$ cat config.mk
export PLATFORM = sky130hd
export DESIGN_NAME = pll_div_select
export DESIGN_NICKNAME = d
export VERILOG_FILES = /design/src/rtl/pll_div_pkg.sv /design/src/rtl/pll_div_shadow.sv /design/src/rtl/pll_div_cpu_path.sv /design/src/rtl/pll_div_select.sv
export SDC_FILE = /design/constraint.sdc
export NUM_CORES = 1
export LEC_CHECK = 0
export BUFFER_PORTS_ARGS = -buffer_cell sky130_fd_sc_hd__buf_2
export CORE_UTILIZATION = 52
export DETAILED_ROUTE_END_ITERATION = 10
export PLACE_DENSITY = 0.8
export SETUP_SLACK_MARGIN = 0.02
export SLEW_MARGIN = 20
export SYNTH_ARGS = -nofsm -noshare
export SYNTH_HDL_FRONTEND = slang
export SYNTH_HIERARCHICAL = 1
export SYNTH_SLANG_ARGS = --single-unit
$ cat constraint.sdc
create_clock -name clk_i -period 3.2 [get_ports clk_i]
set_clock_uncertainty 0.2 [all_clocks]
set_input_delay 0.48 -clock clk_i [delete_from_list [all_inputs] [get_ports clk_i]]
set_output_delay 0.48 -clock clk_i [all_outputs]
set_load 0.05 [all_outputs]
$ cat src/rtl/pll_div_pkg.sv
package pll_div_pkg;
  localparam int N_W    = 9;
  localparam int M_W    = 7;
  localparam int IDX_W  = 4;
  localparam int CODE_W = 3;
  localparam int OFS_W  = 6;

  function automatic logic [OFS_W-1:0] dyn_step(input logic [CODE_W-1:0] c);
    case (c)
      3'd0:    return 6'd0;
      3'd1:    return 6'd2;
      3'd2:    return 6'd6;
      3'd3:    return 6'd10;
      3'd4:    return 6'd14;
      3'd5:    return 6'd18;
      3'd6:    return 6'd30;
      default: return 6'd40;
    endcase
  endfunction
endpackage

$ cat src/rtl/pll_div_shadow.sv
module pll_div_shadow
  import pll_div_pkg::*;
(
  input  logic           clk_i,
  input  logic           rst_ni,
  input  logic           cpu_n_we_i,
  input  logic [N_W-1:0] cpu_n_d_i,
  input  logic           cpu_m_we_i,
  input  logic [M_W-1:0] cpu_m_d_i,
  input  logic           ref_n_we_i,
  input  logic [N_W-1:0] ref_n_d_i,
  output logic [N_W-1:0] sh_cpu_n_o,
  output logic [M_W-1:0] sh_cpu_m_o,
  output logic [N_W-1:0] sh_ref_n_o
);
  logic m_load;
  assign m_load = cpu_n_we_i & cpu_m_we_i;  // M moves only with N

  always_ff @(posedge clk_i or negedge rst_ni) begin
    if (!rst_ni) begin
      sh_cpu_n_o <= '0;
      sh_cpu_m_o <= '0;
      sh_ref_n_o <= '0;
    end else begin
      if (cpu_n_we_i) sh_cpu_n_o <= cpu_n_d_i;
      if (m_load)     sh_cpu_m_o <= cpu_m_d_i;
      if (ref_n_we_i) sh_ref_n_o <= ref_n_d_i;
    end
  end

  a_r4_m_needs_n: assert property (@(posedge clk_i) disable iff (!rst_ni)
    !cpu_n_we_i |=> $stable(sh_cpu_m_o));
  a_r4_n_alone: assert property (@(posedge clk_i) disable iff (!rst_ni)
    cpu_n_we_i |=> sh_cpu_n_o == $past(cpu_n_d_i));
  a_r7_ref_hold: assert property (@(posedge clk_i) disable iff (!rst_ni)
    !ref_n_we_i |=> $stable(sh_ref_n_o));
endmodule

$ cat src/rtl/pll_div_cpu_path.sv
module pll_div_cpu_path
  import pll_div_pkg::*;
#(
  parameter int TAB_N_BASE = 100,
  parameter int TAB_N_STEP = 10,
  parameter int TAB_M_BASE = 20
) (
  input  logic              fs_ovr_i,
  input  logic [IDX_W-1:0]  strap_i,
  input  logic [IDX_W-1:0]  sw_sel_i,
  input  logic              prog_en_i,
  input  logic [N_W-1:0]    sh_n_i,
  input  logic [M_W-1:0]    sh_m_i,
  input  logic              dyn_en_i,
  input  logic [CODE_W-1:0] dyn_code_i,
  input  logic [CODE_W-1:0] limit_i,
  output logic [IDX_W-1:0]  idx_o,
  output logic [N_W-1:0]    base_n_o,
  output logic [M_W-1:0]    base_m_o,
  output logic [N_W-1:0]    n_o
);
  localparam int SUM_W = N_W + 1;
  localparam logic [SUM_W-1:0] N_MAX = SUM_W'((1 << N_W) - 1);

  logic [N_W-1:0]   tab_n;
  logic [M_W-1:0]   tab_m;
  logic [OFS_W-1:0] ofs_req, ofs_cap, ofs_eff;
  logic [SUM_W-1:0] sum;

  always_comb begin
    idx_o    = fs_ovr_i ? sw_sel_i : strap_i;
    tab_n    = N_W'(TAB_N_BASE + TAB_N_STEP * int'(idx_o));
    tab_m    = M_W'(TAB_M_BASE + int'(idx_o));
    base_n_o = prog_en_i ? sh_n_i : tab_n;
    base_m_o = prog_en_i ? sh_m_i : tab_m;
    ofs_req  = dyn_en_i ? dyn_step(dyn_code_i) : '0;
    ofs_cap  = dyn_step(limit_i);
    ofs_eff  = (ofs_req > ofs_cap) ? ofs_cap : ofs_req;
    sum      = SUM_W'(base_n_o) + SUM_W'(ofs_eff);
    n_o      = (sum > N_MAX) ? N_W'(N_MAX) : sum[N_W-1:0];
  end
endmodule

$ cat src/rtl/pll_div_select.sv
module pll_div_select
  import pll_div_pkg::*;
#(
  parameter int TAB_N_BASE = 100,
  parameter int TAB_N_STEP = 10,
  parameter int TAB_M_BASE = 20,
  parameter int REF_N_DEF  = 100,
  parameter int REF_M_FIX  = 24
) (
  input  logic              clk_i,
  input  logic              rst_ni,
  input  logic [IDX_W-1:0]  strap_i,
  input  logic [IDX_W-1:0]  sw_sel_i,
  input  logic              fs_ovr_i,
  input  logic              cpu_prog_en_i,
  input  logic              cpu_n_we_i,
  input  logic [N_W-1:0]    cpu_n_d_i,
  input  logic              cpu_m_we_i,
  input  logic [M_W-1:0]    cpu_m_d_i,
  input  logic              ref_prog_en_i,
  input  logic              ref_n_we_i,
  input  logic [N_W-1:0]    ref_n_d_i,
  input  logic              dyn_en_i,
  input  logic [CODE_W-1:0] dyn_code_i,
  input  logic [CODE_W-1:0] limit_i,
  output logic [N_W-1:0]    cpu_n_o,
  output logic [M_W-1:0]    cpu_m_o,
  output logic [N_W-1:0]    ref_n_o,
  output logic [M_W-1:0]    ref_m_o,
  output logic [IDX_W-1:0]  gear_idx_o
);
  logic [N_W-1:0]   sh_cpu_n, sh_ref_n, base_n, nxt_n;
  logic [M_W-1:0]   sh_cpu_m, base_m;
  logic [IDX_W-1:0] idx;

  pll_div_shadow u_shadow (
    .clk_i, .rst_ni,
    .cpu_n_we_i, .cpu_n_d_i, .cpu_m_we_i, .cpu_m_d_i,
    .ref_n_we_i, .ref_n_d_i,
    .sh_cpu_n_o(sh_cpu_n), .sh_cpu_m_o(sh_cpu_m), .sh_ref_n_o(sh_ref_n)
  );

  pll_div_cpu_path #(
    .TAB_N_BASE(TAB_N_BASE), .TAB_N_STEP(TAB_N_STEP), .TAB_M_BASE(TAB_M_BASE)
  ) u_cpu (
    .fs_ovr_i, .strap_i, .sw_sel_i,
    .prog_en_i(cpu_prog_en_i), .sh_n_i(sh_cpu_n), .sh_m_i(sh_cpu_m),
    .dyn_en_i, .dyn_code_i, .limit_i,
    .idx_o(idx), .base_n_o(base_n), .base_m_o(base_m), .n_o(nxt_n)
  );

  always_ff @(posedge clk_i or negedge rst_ni) begin
    if (!rst_ni) begin
      cpu_n_o    <= '0;
      cpu_m_o    <= '0;
      ref_n_o    <= '0;
      ref_m_o    <= '0;
      gear_idx_o <= '0;
    end else begin
      cpu_n_o    <= nxt_n;
      cpu_m_o    <= base_m;
      ref_n_o    <= ref_prog_en_i ? sh_ref_n : N_W'(REF_N_DEF);
      ref_m_o    <= M_W'(REF_M_FIX);
      gear_idx_o <= idx;
    end
  end

  a_r2_sw_index: assert property (@(posedge clk_i) disable iff (!rst_ni)
    fs_ovr_i |=> gear_idx_o == $past(sw_sel_i));
  a_r2_strap_index: assert property (@(posedge clk_i) disable iff (!rst_ni)
    !fs_ovr_i |=> gear_idx_o == $past(strap_i));
  a_r5_no_offset: assert property (@(posedge clk_i) disable iff (!rst_ni)
    !dyn_en_i |=> cpu_n_o == $past(base_n));
  a_r6_never_below: assert property (@(posedge clk_i) disable iff (!rst_ni)
    1'b1 |=> cpu_n_o >= $past(base_n));
  a_r6_step_cap: assert property (@(posedge clk_i) disable iff (!rst_ni)
    1'b1 |=> (10'(cpu_n_o) - 10'($past(base_n))) <= 10'(dyn_step($past(limit_i))));
  a_r6_m_untouched: assert property (@(posedge clk_i) disable iff (!rst_ni)
    1'b1 |=> cpu_m_o == $past(base_m));
endmodule

* Word level (Yosys, flattened, before mapping)
Cells that the tools add are included.
** Word-level totals
- Flip-flop bits (word level) :: 55
- Bits in latches :: 0
- Memory bits (writable) :: 0
- ROM bits :: 0
- Input port bits :: 48
- Output and inout port bits :: 36
- Word-level logic and storage cells :: 38
- Memories kept :: 0
** Operators by class
- Add/sub/neg operators :: 3
- Multiply operators :: 1
- Divide/modulo/power cells :: 0
- $lt $le $gt $ge :: 2
- Equal/unequal tests :: 12
- Shifts and indexed selects :: 0
- Muxes and demuxes :: 9
- Bitwise operators :: 1
- Reduce and logical (&&, ||, !) cells :: 2
** Operators by type and width (count)
- $pmux W6 S7 :: 2
- $mux W9 :: 3
- $eq A3 B3 Y1 const B :: 6
- $eq A3 B2 Y1 const B :: 4
- $mux W6 :: 2
- $add A9 B6 Y10 :: 1
- $gt A10 B9 Y1 const B :: 1
- $add A8 B9 Y9 const A :: 1
- $mul A3 B4 Y7 const A :: 1
- $mux W7 :: 1
- $add A5 B4 Y6 const A :: 1
- $eq A3 B1 Y1 const B :: 2
- $gt A6 B6 Y1 :: 1
- $logic_not A3 Y1 :: 2
- $mux W4 :: 1
- $and A1 B1 Y1 :: 1

* Longest topological paths before layout
- Depth in word-level cells :: 8
- Mapped depth :: 17

* Cells and area by module
The synthesis kept the hierarchy.
** Modules (own cells, without submodules)
- pll_div_cpu_path :: instances 1, cells each 143, area an instance 1153.6 µm², seq. area each 0.0 µm²
- pll_div_shadow :: instances 1, cells each 53, area an instance 969.7 µm², seq. area each 625.6 µm²
- pll_div_select :: instances 1, cells each 47, area an instance 859.6 µm², seq. area each 750.7 µm²

* Worst setup path after synthesis
No wires, ideal clock.
- Path type :: input-to-reg
- From :: input port limit_i[2]
- To :: register cpu_n_o[6]
- Setup time :: 0.125 ns
- Arrival :: 3.499 ns
- Path slack :: -0.625 ns
- Stages :: 14
- Path buffers :: 0
- Path through :: or3_1 nand2_1 inv_1 ha_1 nor2b_1 o21a_1 o21ai_0 a21oi_1 mux2_2 ha_1 and3_1 a221oi_1 nand2b_1 mux2_4
** Between the ends
- Cells in the longest elaborated chain, start to end :: 7
- Elaborated cells on any way between the ends :: 13
- Classes of those cells :: 1 x add/sub; 2 x order compare; 6 x eq/ne; 3 x mux; 1 x reduce/logical
** RTL lines
- start, declared :: line pll_div_select.sv:25 : input logic [CODE_W-1:0] limit_i,
- $eq A3 B3 Y1, or another cell as far along :: line pll_div_pkg.sv:9 : case (c)
- $pmux W6 S7 (*) :: line pll_div_pkg.sv:9
- $gt A6 B6 Y1 :: line pll_div_cpu_path.sv:38 : ofs_eff = (ofs_req > ofs_cap) ? ofs_cap : ofs_req;
- $mux W6 (*) :: line pll_div_cpu_path.sv:38
- $add A9 B6 Y10 (*) :: line pll_div_cpu_path.sv:39 : sum = SUM_W'(base_n_o) + SUM_W'(ofs_eff);
- $gt A10 B9 Y1 :: line pll_div_cpu_path.sv:40 : n_o = (sum > N_MAX) ? N_W'(N_MAX) : sum[N_W-1:0];
- $mux W9 (*) :: line pll_div_cpu_path.sv:40
- net nxt_n[6] :: line pll_div_select.sv:32 : logic [N_W-1:0] sh_cpu_n, sh_ref_n, base_n, nxt_n;
- end signal, assigned :: line pll_div_select.sv:60 : cpu_n_o <= nxt_n;
- end, declared :: line pll_div_select.sv:26 : output logic [N_W-1:0] cpu_n_o,
The timed path passes the listed nets; every way through them passes the cells marked *.
A chain may end at the register's enable or synchronous reset.

* Worst setup path after layout
- From :: input port limit_i[2]
- To :: register cpu_n_o[3]
Same word-level chain as after synthesis.

==> impl_metrics.toml <==
[run_status]
outcome = "finished, violations left"
failed_checks = "negative setup slack"

[hold_path]
min-delay-path-class = "input pin to async pin"

[drt]
drcViolationCount = 0
postRouteAntennaNets = 0
totalWireLength_um = 6840
detailedRoute.firstPassIterationCount = 4
via_count = 2323
drt_iter0_markers = 152
post_detailed_route_via_to_cell_ratio = 5.16
wire_per_inst_um = 15.2

[setup_path]
critical_path_arrival_ps = 3620
cp-start-kind = "input pin"
criticalPathCategory = "input pin to flop"
cp_max_fo = 6
regToRegSetupSlack_ps = 710
worstPathRequired_ps = 3230
cp-end-kind = "flop"

[clock_network]
htree_num_levels = 2
numCtsBuffers = 5
holdBufCountCts = 0
cts_tree = "yes"
cts_buffer_depth = 2
buffer_type_at_the_clock_tree_root = "sky130_fd_sc_hd__clkbuf_8"
clk_transition_reported_paths_ps = 100
clock_latency_ps = 310
sink_count = 55

[timing]
report.final.setup_viol = 9
final.setup.worst_slack_ps = -387
final.min_clock_period_ps = 3590
final-max-slew-violation-count = 0
period_share_pct = 112
summed_negative_setup_slack_over_all_endpoints_ps = -2900
tightestPinTransition_ps = 862
maxSlewHeadroom_pct = 42.5
report.final.hold_viol_count = 0
rsz0062_at_grt = "true"
fmax_mhz = 279

[placed_design]
detailed_place.area_mm2 = 0.00374
place_worst_setup_slack_ps = -720
finalWeightedCongestion = 0.810
port_buffers = 78
place_hpwl_um = 4860

[cells_and_area]
finish.net_count = 443
multi_input_area_mm2 = 0.00168
final-seq-area_mm2 = 0.00138
drive_gt1_share_pct = 57.1
layout.core_utilization_pct = 75.0
diode_insertion_count_for_antenna_repair = 0
syn2layout_area_growth_pct = 38.4
final.fill_count = 375
postLayoutCellArea_mm2 = 0.00413

[floorplan]
die_width_um = 77.7
die_y_um = 77.7
io-pin-count = 84
initial_core_util_pct = 54.2
dieArea_mm2 = 0.00604
rows = 27
floorplan.core_area_mm2 = 0.00551

[synth]
ys_types = 52
yosysWarnings = 6
synth_edf_count = 0
synth_ff_type = "sky130_fd_sc_hd__dfrtp_1"
synth_async_sr_flop_share_pct = 100
avg_cell_area_syn_um2 = 12.3
netlist_area_mm2 = 0.00298
synth.yosys.seq_area_share_pct = 46.1
postSynthCellCount = 243
postSynthRegisterBits = 55

[grt]
maximum_number_of_pins_on_one_net_before_global_route_repair = 40
grt_pass1_vias = 2326
number_of_antenna_violations_at_the_first_check_in_global_routing = 0
grtUsageTotal_pct = 23.1
grt_first_pass_wirelength_um = 10700
overflow = 0

[power]
max-vdd-ir-drop_mv = 0.298
power_per_cell_area_mw_per_mm2 = 527
leakage_nw = 2.03

[run]
max_cap_viol_count = 0
[cell usage after synthesis, types with 3 or more instances]
cell | number | share of area (%)
sky130_fd_sc_hd__mux2_4 | 8 | 4.0
sky130_fd_sc_hd__nand3_1 | 9 | 1.5
sky130_fd_sc_hd__or3_1 | 3 | 0.63
sky130_fd_sc_hd__xor2_1 | 4 | 1.2
sky130_fd_sc_hd__buf_4 | 6 | 1.5
sky130_fd_sc_hd__mux2i_1 | 8 | 2.7
sky130_fd_sc_hd__o21a_1 | 3 | 0.75
sky130_fd_sc_hd__dfrtp_1 | 55 | 46
sky130_fd_sc_hd__o21ai_0 | 7 | 1.2
sky130_fd_sc_hd__inv_1 | 12 | 1.5
sky130_fd_sc_hd__nand2_1 | 11 | 1.4
sky130_fd_sc_hd__and2_1 | 8 | 1.7
sky130_fd_sc_hd__nor2_1 | 7 | 0.88
sky130_fd_sc_hd__a21oi_1 | 8 | 1.3
sky130_fd_sc_hd__ha_1 | 16 | 6.7
sky130_fd_sc_hd__nor2b_1 | 3 | 0.63
sky130_fd_sc_hd__mux2_2 | 26 | 9.8
sky130_fd_sc_hd__nand2b_1 | 5 | 1.0
[logic make-up (layout without fill, tap and decap cells)]
logic type,after synthesis,after routing,synth area share (%)
adders and majority gates,18,18,8.05
and+or+nand+nor,57,57,10.9
xor gates and xnor gates,7,7,2.52
other,2,6,0.252
buffers and inverters,24,155,4.15
DFF,55,55,46.1
AOI/OAI and AO/OA,37,37,10.7
muxes,43,43,17.3
[cell usage in the layout, fill, tap and decap left out, drive strengths merged, types with 2 or more instances in the layout]
cell type and instances:
buf 134, dfrtp 55, mux2 34, ha 16, inv 14, nand2 12, a21oi 9, nand3 9
mux2i 9, o21ai 9, and2 8, nor2 7, conb 6, clkbuf 6, nand2b 5, xor2 4
o21a 3, nor2b 3, or3 3, a31oi 3, o21bai 3, nand4 2, xnor2 2, o22ai 2
fa 2, nor3b 2, and3 2
[worst paths after layout]
check                                  startpoint                endpoint  depth (start not counted)
max reg2reg                u_shadow/sh_cpu_n_o[1]              cpu_n_o[3]                         10
max in group asynchronous                  rst_ni              ref_n_o[2]                          2
min in group clk_i                   cpu_m_d_i[3]  u_shadow/sh_cpu_m_o[3]                          2
max                                    limit_i[2]              cpu_n_o[3]                         21
min                                        rst_ni  u_shadow/sh_cpu_n_o[0]                          1
min reg2reg                u_shadow/sh_ref_n_o[5]              ref_n_o[5]                          1
[state kept, by name, summed over array words and instances (netlist names)]
signal	flops
ref_m_o	1
gear_idx_o	4
ref_n_o	9
u_shadow/sh_cpu_m_o	7
cpu_m_o	7
cpu_n_o	9
u_shadow/sh_ref_n_o	9
u_shadow/sh_cpu_n_o	9
[timing repair]
item	in CTS	in global routing
buffers inserted	13	5
setup endpoints to repair	9	9
gates resized for setup	11	18
pin swaps	12	12
[layout make-up]
cell class / count / area share, %
Clock inverter: 2 / 0.424
Clock buffer: 6 / 2.00
Tap cell: 72 / 2.18
Multi-Input combinational cell: 168 / 40.6
Sequential cell: 55 / 33.3
Inverter: 13 / 1.27
Timing Repair Buffer: 134 / 20.2
[layer usage]
metal	vias to the layer above	share of wire, %	GRT usage [%]	wire length (um)
li1	1118	-	-	-
met1	1119	40	27.9	2760
met2	69	54	41.5	3660
met3	17	3.5	3.29	240
met4	0	2.7	8.87	182
met5	-	0	0	0
[where the power goes]
part | internal, W | leakage, nW | switching [W]
registers | 0.000791 | 0.650 | 0.0000379
logic | 0.000394 | 1.33 | 0.000543
clock network | 0.000182 | 0.0522 | 0.000229
total | 0.00137 | 2.03 | 0.000810
[worst max-delay path, cell delays in order]
cell,delay [ps]
sky130_fd_sc_hd__buf_4,120
sky130_fd_sc_hd__buf_6,120
sky130_fd_sc_hd__nand3_4,90
sky130_fd_sc_hd__nand2_4,60
sky130_fd_sc_hd__buf_4,120
sky130_fd_sc_hd__buf_4,130
sky130_fd_sc_hd__buf_4,130
sky130_fd_sc_hd__buf_4,130
sky130_fd_sc_hd__buf_4,120
sky130_fd_sc_hd__buf_4,120
sky130_fd_sc_hd__buf_4,120
sky130_fd_sc_hd__buf_4,120
sky130_fd_sc_hd__mux2i_2,160
sky130_fd_sc_hd__ha_2,210
sky130_fd_sc_hd__inv_2,40
sky130_fd_sc_hd__fa_2,370
sky130_fd_sc_hd__nor2b_4,140
sky130_fd_sc_hd__o31a_1,240
sky130_fd_sc_hd__o221ai_2,140
sky130_fd_sc_hd__a31o_4,260
sky130_fd_sc_hd__o22ai_2,170
[through the flow]
| stage | power (W) | hold slack, ps | instances |
|---|---|---|---|
| 5_1_grt | 0.00229 | 139 | 450 |
| 3_3_place_gp | 0.00166 | 239 | 424 |
| 2_1_floorplan | 0.00142 | -15.6 | 247 |
| 6_report | 0.00218 | 71.3 | 450 |
| 3_5_place_dp | 0.00168 | 251 | 424 |
| 4_1_cts | 0.00215 | 101 | 445 |
Note: power is estimated with default switching activity, not from simulation.
